$ cat src/rtl/link_watch_pkg.sv
package link_watch_pkg;

   localparam int CODE_W = 5;

   localparam logic [CODE_W-1:0] CODE_ACTIVE      = 5'h11;
   localparam logic [CODE_W-1:0] CODE_STANDBY     = 5'h12;
   localparam logic [CODE_W-1:0] CODE_LIGHT_SLEEP = 5'h14;

   function automatic logic is_link_up(input logic [CODE_W-1:0] code);
      return (code == CODE_ACTIVE) || (code == CODE_STANDBY) ||
             (code == CODE_LIGHT_SLEEP);
   endfunction

endpackage

$ cat src/rtl/lw_decode.sv
module lw_decode
   import link_watch_pkg::*;
(
   input  logic [CODE_W-1:0] code_i,
   output logic              up_o
);

   always_comb begin
      up_o = is_link_up(code_i);
   end

endmodule

$ cat src/rtl/lw_interval.sv
module lw_interval #(
   parameter int TICKS = 1
) (
   input  logic clk,
   input  logic rst_n,
   input  logic run_i,
   input  logic tick_i,
   output logic due_o
);

   generate
      if (TICKS == 1) begin : g_direct
         logic unused_clk_rst;
         assign unused_clk_rst = clk ^ rst_n;
         assign due_o = run_i & tick_i;
      end else begin : g_count
         localparam int TW = $clog2(TICKS);
         localparam logic [TW-1:0] LAST_TICK = TW'(TICKS - 1);
         logic [TW-1:0] cnt_q;

         always_ff @(posedge clk or negedge rst_n) begin
            if (!rst_n) begin
               cnt_q <= '0;
            end else if (!run_i) begin
               cnt_q <= '0;
            end else if (tick_i) begin
               cnt_q <= (cnt_q == LAST_TICK) ? '0 : cnt_q + 1'b1;
            end
         end

         assign due_o = run_i & tick_i & (cnt_q == LAST_TICK);
      end
   endgenerate

endmodule

$ cat src/rtl/lw_seq.sv
module lw_seq #(
   parameter int MAX_POLLS = 120,
   parameter int CNT_W     = 7
) (
   input  logic             clk,
   input  logic             rst_n,
   input  logic             start_i,
   input  logic             due_i,
   input  logic             code_up_i,
   output logic             busy_o,
   output logic             sample_o,
   output logic [CNT_W-1:0] poll_cnt_o,
   output logic             done_o,
   output logic             up_o
);

   localparam logic [CNT_W-1:0] LAST_POLL = CNT_W'(MAX_POLLS - 1);

   logic             busy_q;
   logic             done_q;
   logic             up_q;
   logic [CNT_W-1:0] cnt_q;
   logic [CNT_W-1:0] polls_now;
   logic             sample;

   assign sample    = busy_q ? due_i : start_i;
   assign polls_now = busy_q ? cnt_q : '0;

   always_ff @(posedge clk or negedge rst_n) begin
      if (!rst_n) begin
         busy_q <= 1'b0;
         done_q <= 1'b0;
         up_q   <= 1'b0;
         cnt_q  <= '0;
      end else begin
         done_q <= 1'b0;
         if (sample) begin
            if (code_up_i) begin
               done_q <= 1'b1;
               up_q   <= 1'b1;
               busy_q <= 1'b0;
               cnt_q  <= '0;
            end else if (polls_now == LAST_POLL) begin
               done_q <= 1'b1;
               up_q   <= 1'b0;
               busy_q <= 1'b0;
               cnt_q  <= '0;
            end else begin
               up_q   <= 1'b0;
               busy_q <= 1'b1;
               cnt_q  <= polls_now + 1'b1;
            end
         end
      end
   end

   assign busy_o     = busy_q;
   assign sample_o   = sample;
   assign poll_cnt_o = cnt_q;
   assign done_o     = done_q;
   assign up_o       = up_q;

endmodule

$ cat src/rtl/link_watch.sv
module link_watch
   import link_watch_pkg::*;
#(
   parameter int DBG_W          = 32,
   parameter int MAX_POLLS      = 120,
   parameter int TICKS_PER_POLL = 1
) (
   input  logic             clk,
   input  logic             rst_n,
   input  logic             ms_tick_i,
   input  logic [DBG_W-1:0] train_status_i,
   input  logic             start_i,
   output logic             done_o,
   output logic             link_up_o
);

   localparam int CNT_W = (MAX_POLLS > 1) ? $clog2(MAX_POLLS) : 1;

   generate
      if (MAX_POLLS < 1) begin : g_bad_polls
         $error("link_watch: MAX_POLLS must be at least 1");
      end
      if (TICKS_PER_POLL < 1) begin : g_bad_ticks
         $error("link_watch: TICKS_PER_POLL must be at least 1");
      end
      if (DBG_W < CODE_W) begin : g_bad_width
         $error("link_watch: DBG_W must cover the state field");
      end
      if (DBG_W > CODE_W) begin : g_hi_bits
         logic unused_hi;
         assign unused_hi = ^train_status_i[DBG_W-1:CODE_W];
      end
   endgenerate

   logic             code_up;
   logic             busy;
   logic             due;
   logic             sample_en;
   logic [CNT_W-1:0] poll_cnt;

   lw_decode u_decode (
      .code_i (train_status_i[CODE_W-1:0]),
      .up_o   (code_up)
   );

   lw_interval #(.TICKS(TICKS_PER_POLL)) u_interval (
      .clk    (clk),
      .rst_n  (rst_n),
      .run_i  (busy),
      .tick_i (ms_tick_i),
      .due_o  (due)
   );

   lw_seq #(.MAX_POLLS(MAX_POLLS), .CNT_W(CNT_W)) u_seq (
      .clk        (clk),
      .rst_n      (rst_n),
      .start_i    (start_i),
      .due_i      (due),
      .code_up_i  (code_up),
      .busy_o     (busy),
      .sample_o   (sample_en),
      .poll_cnt_o (poll_cnt),
      .done_o     (done_o),
      .up_o       (link_up_o)
   );

endmodule

$ cat config.mk
export PLATFORM = sky130hd
export DESIGN_NAME = link_watch
export DESIGN_NICKNAME = d
export VERILOG_FILES = /design/src/rtl/link_watch_pkg.sv /design/src/rtl/lw_decode.sv /design/src/rtl/lw_interval.sv /design/src/rtl/lw_seq.sv /design/src/rtl/link_watch.sv
export SDC_FILE = /design/constraint.sdc
export NUM_CORES = 1
export LEC_CHECK = 0
export CAP_MARGIN = 25
export CORE_UTILIZATION = 30
export CTS_CLUSTER_SIZE = 28
export DETAILED_ROUTE_END_ITERATION = 12
export DONT_BUFFER_PORTS = 1
export PLACE_DENSITY = 0.51
export SLEW_MARGIN = 0
export SYNTH_ARGS = -nofsm -noshare
export SYNTH_HDL_FRONTEND = slang
export SYNTH_SLANG_ARGS = --single-unit
$ cat constraint.sdc
create_clock -name clk -period 2.9 [get_ports clk]
set_clock_uncertainty 0.2 [all_clocks]
set_input_delay 0.145 -clock clk [delete_from_list [all_inputs] [get_ports clk]]
set_output_delay 0.145 -clock clk [all_outputs]
set_load 0.05 [all_outputs]
======== Word level (Yosys, flattened, before mapping) ========
Cells that the tools add are included.
operators by class
  bitwise logic cells ..................... 1
  eq/ne operators ......................... 4
  multiplexer cells ....................... 10
  $add $sub $neg .......................... 1
  reductions and logical operators ........ 2
operators with widths
  cell                                                           number
  7-bit two-way mux                                              3
  5-bit equality test, second input constant                     3
  7-bit by 1-bit adder with 7-bit output, second input constant  1
  7-bit equality test, second input constant                     1
  1-bit two-way mux                                              7
  1-bit logical OR                                               2
  1-bit bitwise AND                                              1
storage, ports and cells
  input bits .............................. 36
  output and inout bits ................... 2
  logic and storage cells ................. 22
  register bits after elaboration ......... 10

======== Longest topological paths before layout ========
  word-level depth ........................ 5
  gate-level depth with buffers ........... 8
  gate-level depth less buffers ........... 6

======== Hierarchy ========
Synthesis repeated with hierarchy kept, for this count alone.
unflattened totals
  cell total of the unflattened synthesis .. 61
  area, all modules ....................... 590.6 sq um
by module, submodules not included
  module       times used  cells an instance  area each (sq um)  sequential area each (sq um)
  lw_seq       1           56                 555.5              250.2
  lw_decode    1           4                  28.8               0.0
  lw_interval  1           1                  6.3                0.0

======== Worst setup path before layout ========
Ideal clock, no wire load.
  path kind ............................... reg-to-reg
  from .................................... reg u_seq.busy_q (netlist: u_seq.busy_o)
  to ...................................... reg u_seq.cnt_q[6] (netlist: u_seq.poll_cnt_o[6])
  setup time .............................. 0.121 ns
  setup slack ............................. 0.788 ns
  required time ........................... 2.579 ns
  stages on the path, launching flop included .. 9
  buffers on the path ..................... 2
  clock period less this slack ............ 2.112 ns
  arrival time ............................ 1.791 ns
  cell sequence ........................... dfrtp_1 > buf_2 > and2_1 > ha_1 > nand2_1 > or4_1 > buf_2 > and3_4 > a22o_1
on the way
  longest elaborated chain between the ends .. 4
  elaborated cells on any way between the ends .. 7
  those cells by class .................... 1 x add/sub; 1 x eq/ne; 4 x mux; 1 x bitwise
RTL lines
  element                                                                               RTL line                    source
  start: declaration                                                                    lw_seq.sv:19                logic busy_q;
  start signal: assignment                                                              lw_seq.sv:31                busy_q <= 1'b0;
  start signal: assignment                                                              lw_seq.sv:41                busy_q <= 1'b0;
  start signal: assignment                                                              lw_seq.sv:46                busy_q <= 1'b0;
  7-bit two-way mux                                                                     lw_seq.sv:27                assign polls_now = busy_q ? cnt_q : '0;
  7-bit by 1-bit adder with 7-bit output / 7-bit equality test (equally long branches)  lw_seq.sv:51, lw_seq.sv:43
  7-bit two-way mux                                                                     lw_seq.sv:43                end else if (polls_now == LAST_POLL) begin
  7-bit two-way mux                                                                     lw_seq.sv:38                if (code_up_i) begin
  end signal: assignment                                                                lw_seq.sv:51                cnt_q <= polls_now + 1'b1;
  end: declaration                                                                      lw_seq.sv:22                logic [CNT_W-1:0] cnt_q;
Parallel ways exist; a longest one is shown, timed or not.
A chain may end at the register's enable or synchronous reset.

======== Final worst setup path ========
  from .................................... reg u_seq.busy_q (netlist: u_seq.busy_o)
  to ...................................... reg u_seq.busy_q (netlist: u_seq.busy_o)
on the way
  longest elaborated chain between the ends .. 4
  elaborated cells on any way between the ends .. 6
  those cells by class .................... 1 x eq/ne; 4 x mux; 1 x bitwise
RTL lines
  element              RTL line
  7-bit two-way mux    lw_seq.sv:27
  7-bit equality test  lw_seq.sv:43
  1-bit two-way mux    lw_seq.sv:43
  1-bit two-way mux    lw_seq.sv:38
Parallel ways exist; a longest one is shown, timed or not.

==> load_flow_metrics.sql <==
INSERT INTO impl_metrics (metric_group, metric, value, unit) VALUES
('outcome', 'run_status', 'completed', ''),
('layout', 'layout_commonest_cell', 'nand2_1', ''),
('power', 'cellLeakagePower', '0.282', 'nW'),
('cts', 'ctsRootBufferMaster', 'clkbuf_4', ''),
('critical_path', 'crit_required', '2.85', 'ns'),
('layout', 'area_delta_synth_final', '14.1', '%'),
('critical_path', 'slowest_delay', '0.56', 'ns'),
('layout', 'fin_cells', '94', ''),
('grt', 'number_of_antenna_violations_at_the_first_check_in_global_routing', '0', ''),
('layout', 'n_antenna_cell', '0', ''),
('drt', 'detail_route.first_pass.iterations', '4', ''),
('cts', 'clock_tree.buffer_depth', '2', ''),
('cts', 'tritoncts_num_sinks', '10', ''),
('critical_path', 'timing.reg2reg.worst_path_depth', '7', ''),
('power', 'power.density_cell_area', '786', 'mW/mm2'),
('synth', 'synth.net_count', '102', ''),
('synth', 'number_of_flip_flops_and_latches_in_the_synthesized_netlist', '10', ''),
('synth', 'syn-cell-area', '576', 'um2'),
('critical_path', 'crit_path_max_fanout', '12', ''),
('timing', 'worst_pin_slew', '0.482', 'ns'),
('placement', 'finalWeightedCongestion', '0.745', ''),
('die', 'design.die.area', '0.00210', 'mm2'),
('power', 'sw_frac_of_total', '37.8', '%'),
('timing', 'grt_setup_unrepaired', 'no', ''),
('power', 'internal-power', '0.000321', 'W'),
('power', 'clkPwrFrac', '18.7', '%'),
('cts', 'hold_fix_buffers_at_cts', '3', ''),
('grt', 'global_route_met1_usage', '16.9', '%'),
('placement', 'placement.io_buffers', '0', ''),
('cts', 'post_cts.resized_instances', '0', ''),
('placement', 'dpl.hpwl', '806', 'um'),
('grt', 'total_global_routing_track_utilization', '13.6', '%'),
('drt', 'detail_route.drc_violations', '0', ''),
('grt', 'grt_use_met2', '20.6', '%'),
('grt', 'number_of_global_route_vias_before_repair', '437', ''),
('synth', 'synth.lib_cells_used.distinct', '27', ''),
('layout', 'drive_gt1_share', '11.6', '%'),
('timing', 'fmax', '366', 'MHz'),
('synth', 'yosysSeqAreaShare', '43.5', '%'),
('power', 'ir_worst_vdd', '0.390', 'mV'),
('timing', 'report.final.slew_viol_count', '0', ''),
('timing', 'setup_viol_count_final', '0', ''),
('hold_path', 'worstHoldPathType', 'input port to register', ''),
('cts', 'cts_tree', 'built', ''),
('cts', 'post-cts-setup-buffer-count', '0', ''),
('cts', 'path_clk_slew', '0.06', 'ns'),
('grt', 'grt_use_met3', '7.14', '%'),
('drt', 'post_route_wl', '1150', 'um'),
('drt', 'vias', '508', ''),
('die', 'io_pins', '38', ''),
('cts', 'cts_inserted_buffers', '3', ''),
('layout', 'design.final.nets', '108', ''),
('grt', 'grt_pass1_wl', '1910', 'um'),
('synth', 'yosys_warnings', '0', ''),
('timing', 'final.min_clock_period', '2.73', 'ns'),
('placement', 'dp.cells', '88', ''),
('die', 'dieHeight', '45.8', 'um'),
('critical_path', 'worst_setup_path_end_kind', 'register', ''),
('drt', 'routed_wire_length_per_instance', '12.3', 'um'),
('die', 'horiz_die_dim', '45.8', 'um'),
('grt', 'gr-max-usage-layer', 'met2', ''),
('hold_path', 'whs_path_depth', '3', ''),
('critical_path', 'critPathArrivalTime', '2.68', 'ns'),
('drt', 'viasPerCell', '5.40', ''),
('timing', 'min_period_over_period', '94.1', '%'),
('die', 'row_count', '15', ''),
('timing', 'max_slew_margin', '67.7', '%'),
('synth', 'postSynthCellCount', '65', ''),
('drt', 'antenna_violating_nets_post_route', '0', ''),
('timing', 'hold_ws', '0.0509', 'ns'),
('cts', 'worstSkewPairLatency', '0.27', 'ns');
==> cells in the mapped netlist <==
master	number	area, um2
a31oi_1	2	12.5
a22o_2	1	10.0
nand3_1	2	10.0
o2111ai_1	1	8.76
inv_1	1	3.75
buf_2	2	10.0
o21ai_0	8	40.0
dfrtp_1	10	250
and3_4	1	11.3
o31ai_1	1	7.51
nand2_1	11	41.3
and2_1	2	12.5
xor2_1	2	17.5
nand4_1	3	18.8
nand2b_1	1	6.26
ha_1	1	12.5
a22o_1	2	17.5
nor2_1	2	7.51
clkbuf_1	2	7.51
or2_2	1	6.26
or4_1	1	7.51
nor4_1	1	6.26
o311ai_0	1	8.76
mux2i_1	1	10.0
a22oi_1	2	15.0
and3_1	1	6.26
a21oi_1	2	10.0
==> power by group through the flow <==
stage	combinational (W)	sequential, W	clock, W
floorplan	0.000139	0.000240	0
global placement	0.000155	0.000259	0
detailed placement	0.000157	0.000257	0
CTS	0.000166	0.000255	0.000103
global route	0.000189	0.000265	0.000110
finish	0.000163	0.000256	0.0000968
==> final timing paths <==
kind	startpoint	to	slack, ns
max	u_seq.busy_o	u_seq.busy_o	0.17
min	train_status_i[4]	u_seq.done_o	0.05
max reg2reg	u_seq.busy_o	u_seq.busy_o	0.17
min reg2reg	u_seq.poll_cnt_o[1]	u_seq.poll_cnt_o[1]	0.36
max in group asynchronous	rst_n	u_seq.busy_o	2.10
min in group asynchronous	rst_n	u_seq.poll_cnt_o[5]	0.06
==> critical path: cells and delay by family (launching register included) <==
kind | cells | cell delay (ns)
compound gates | 2 | 0.26
buf+inv | 1 | 0.55
flops | 1 | 0.56
fa+ha+maj | 1 | 0.24
simple gates | 3 | 0.80
==> sequential cells by signal (all words and copies together), names as in the netlist <==
signal and count:
u_seq.busy_o 1, u_seq.up_o 1, u_seq.done_o 1, u_seq.poll_cnt_o 7
==> cell type report <==
cell class | count | area (um2)
clock buffer | 3 | 22.5
fill | 208 | 1110
inverter | 1 | 3.75
multi-input combinational | 50 | 304
sequential | 10 | 250
tap | 25 | 31.3
timing repair buffer | 5 | 45.0
==> per-layer routing <==
layer | vias to the layer above | part of all wire, %
met3 | 2 | 8.0
met4 | 0 | 1.5
li1 | 249 | -
met5 | - | 0
met1 | 237 | 48
met2 | 20 | 43
==> per-stage QoR <==
step / setup slack (ns) / util, % / instance area (um2) / total power, W
6_report: 0.170 / 37.2 / 657 / 0.000516
5_1_grt: 0.0388 / 37.2 / 657 / 0.000565
4_1_cts: 0.187 / 37.2 / 657 / 0.000524
3_5_place_dp: 0.608 / 34.3 / 604 / 0.000415
3_3_place_gp: 0.590 / 34.3 / 604 / 0.000413
2_1_floorplan: 0.788 / - / 576 / 0.000379
==> cell families (layout without fill, tap and decap cells) <==
kind of cell    Yosys count  after routing  synth area share, %
mux                       1              1                 1.74
compound gates           20             20                 22.6
flops                    10             10                 43.5
simple gates             26             26                 23.3
fa+ha+maj                 1              1                 2.17
xor+xnor                  2              2                 3.04
buf+inv                   5              9                 3.70
(Power assumes the default switching activity.)
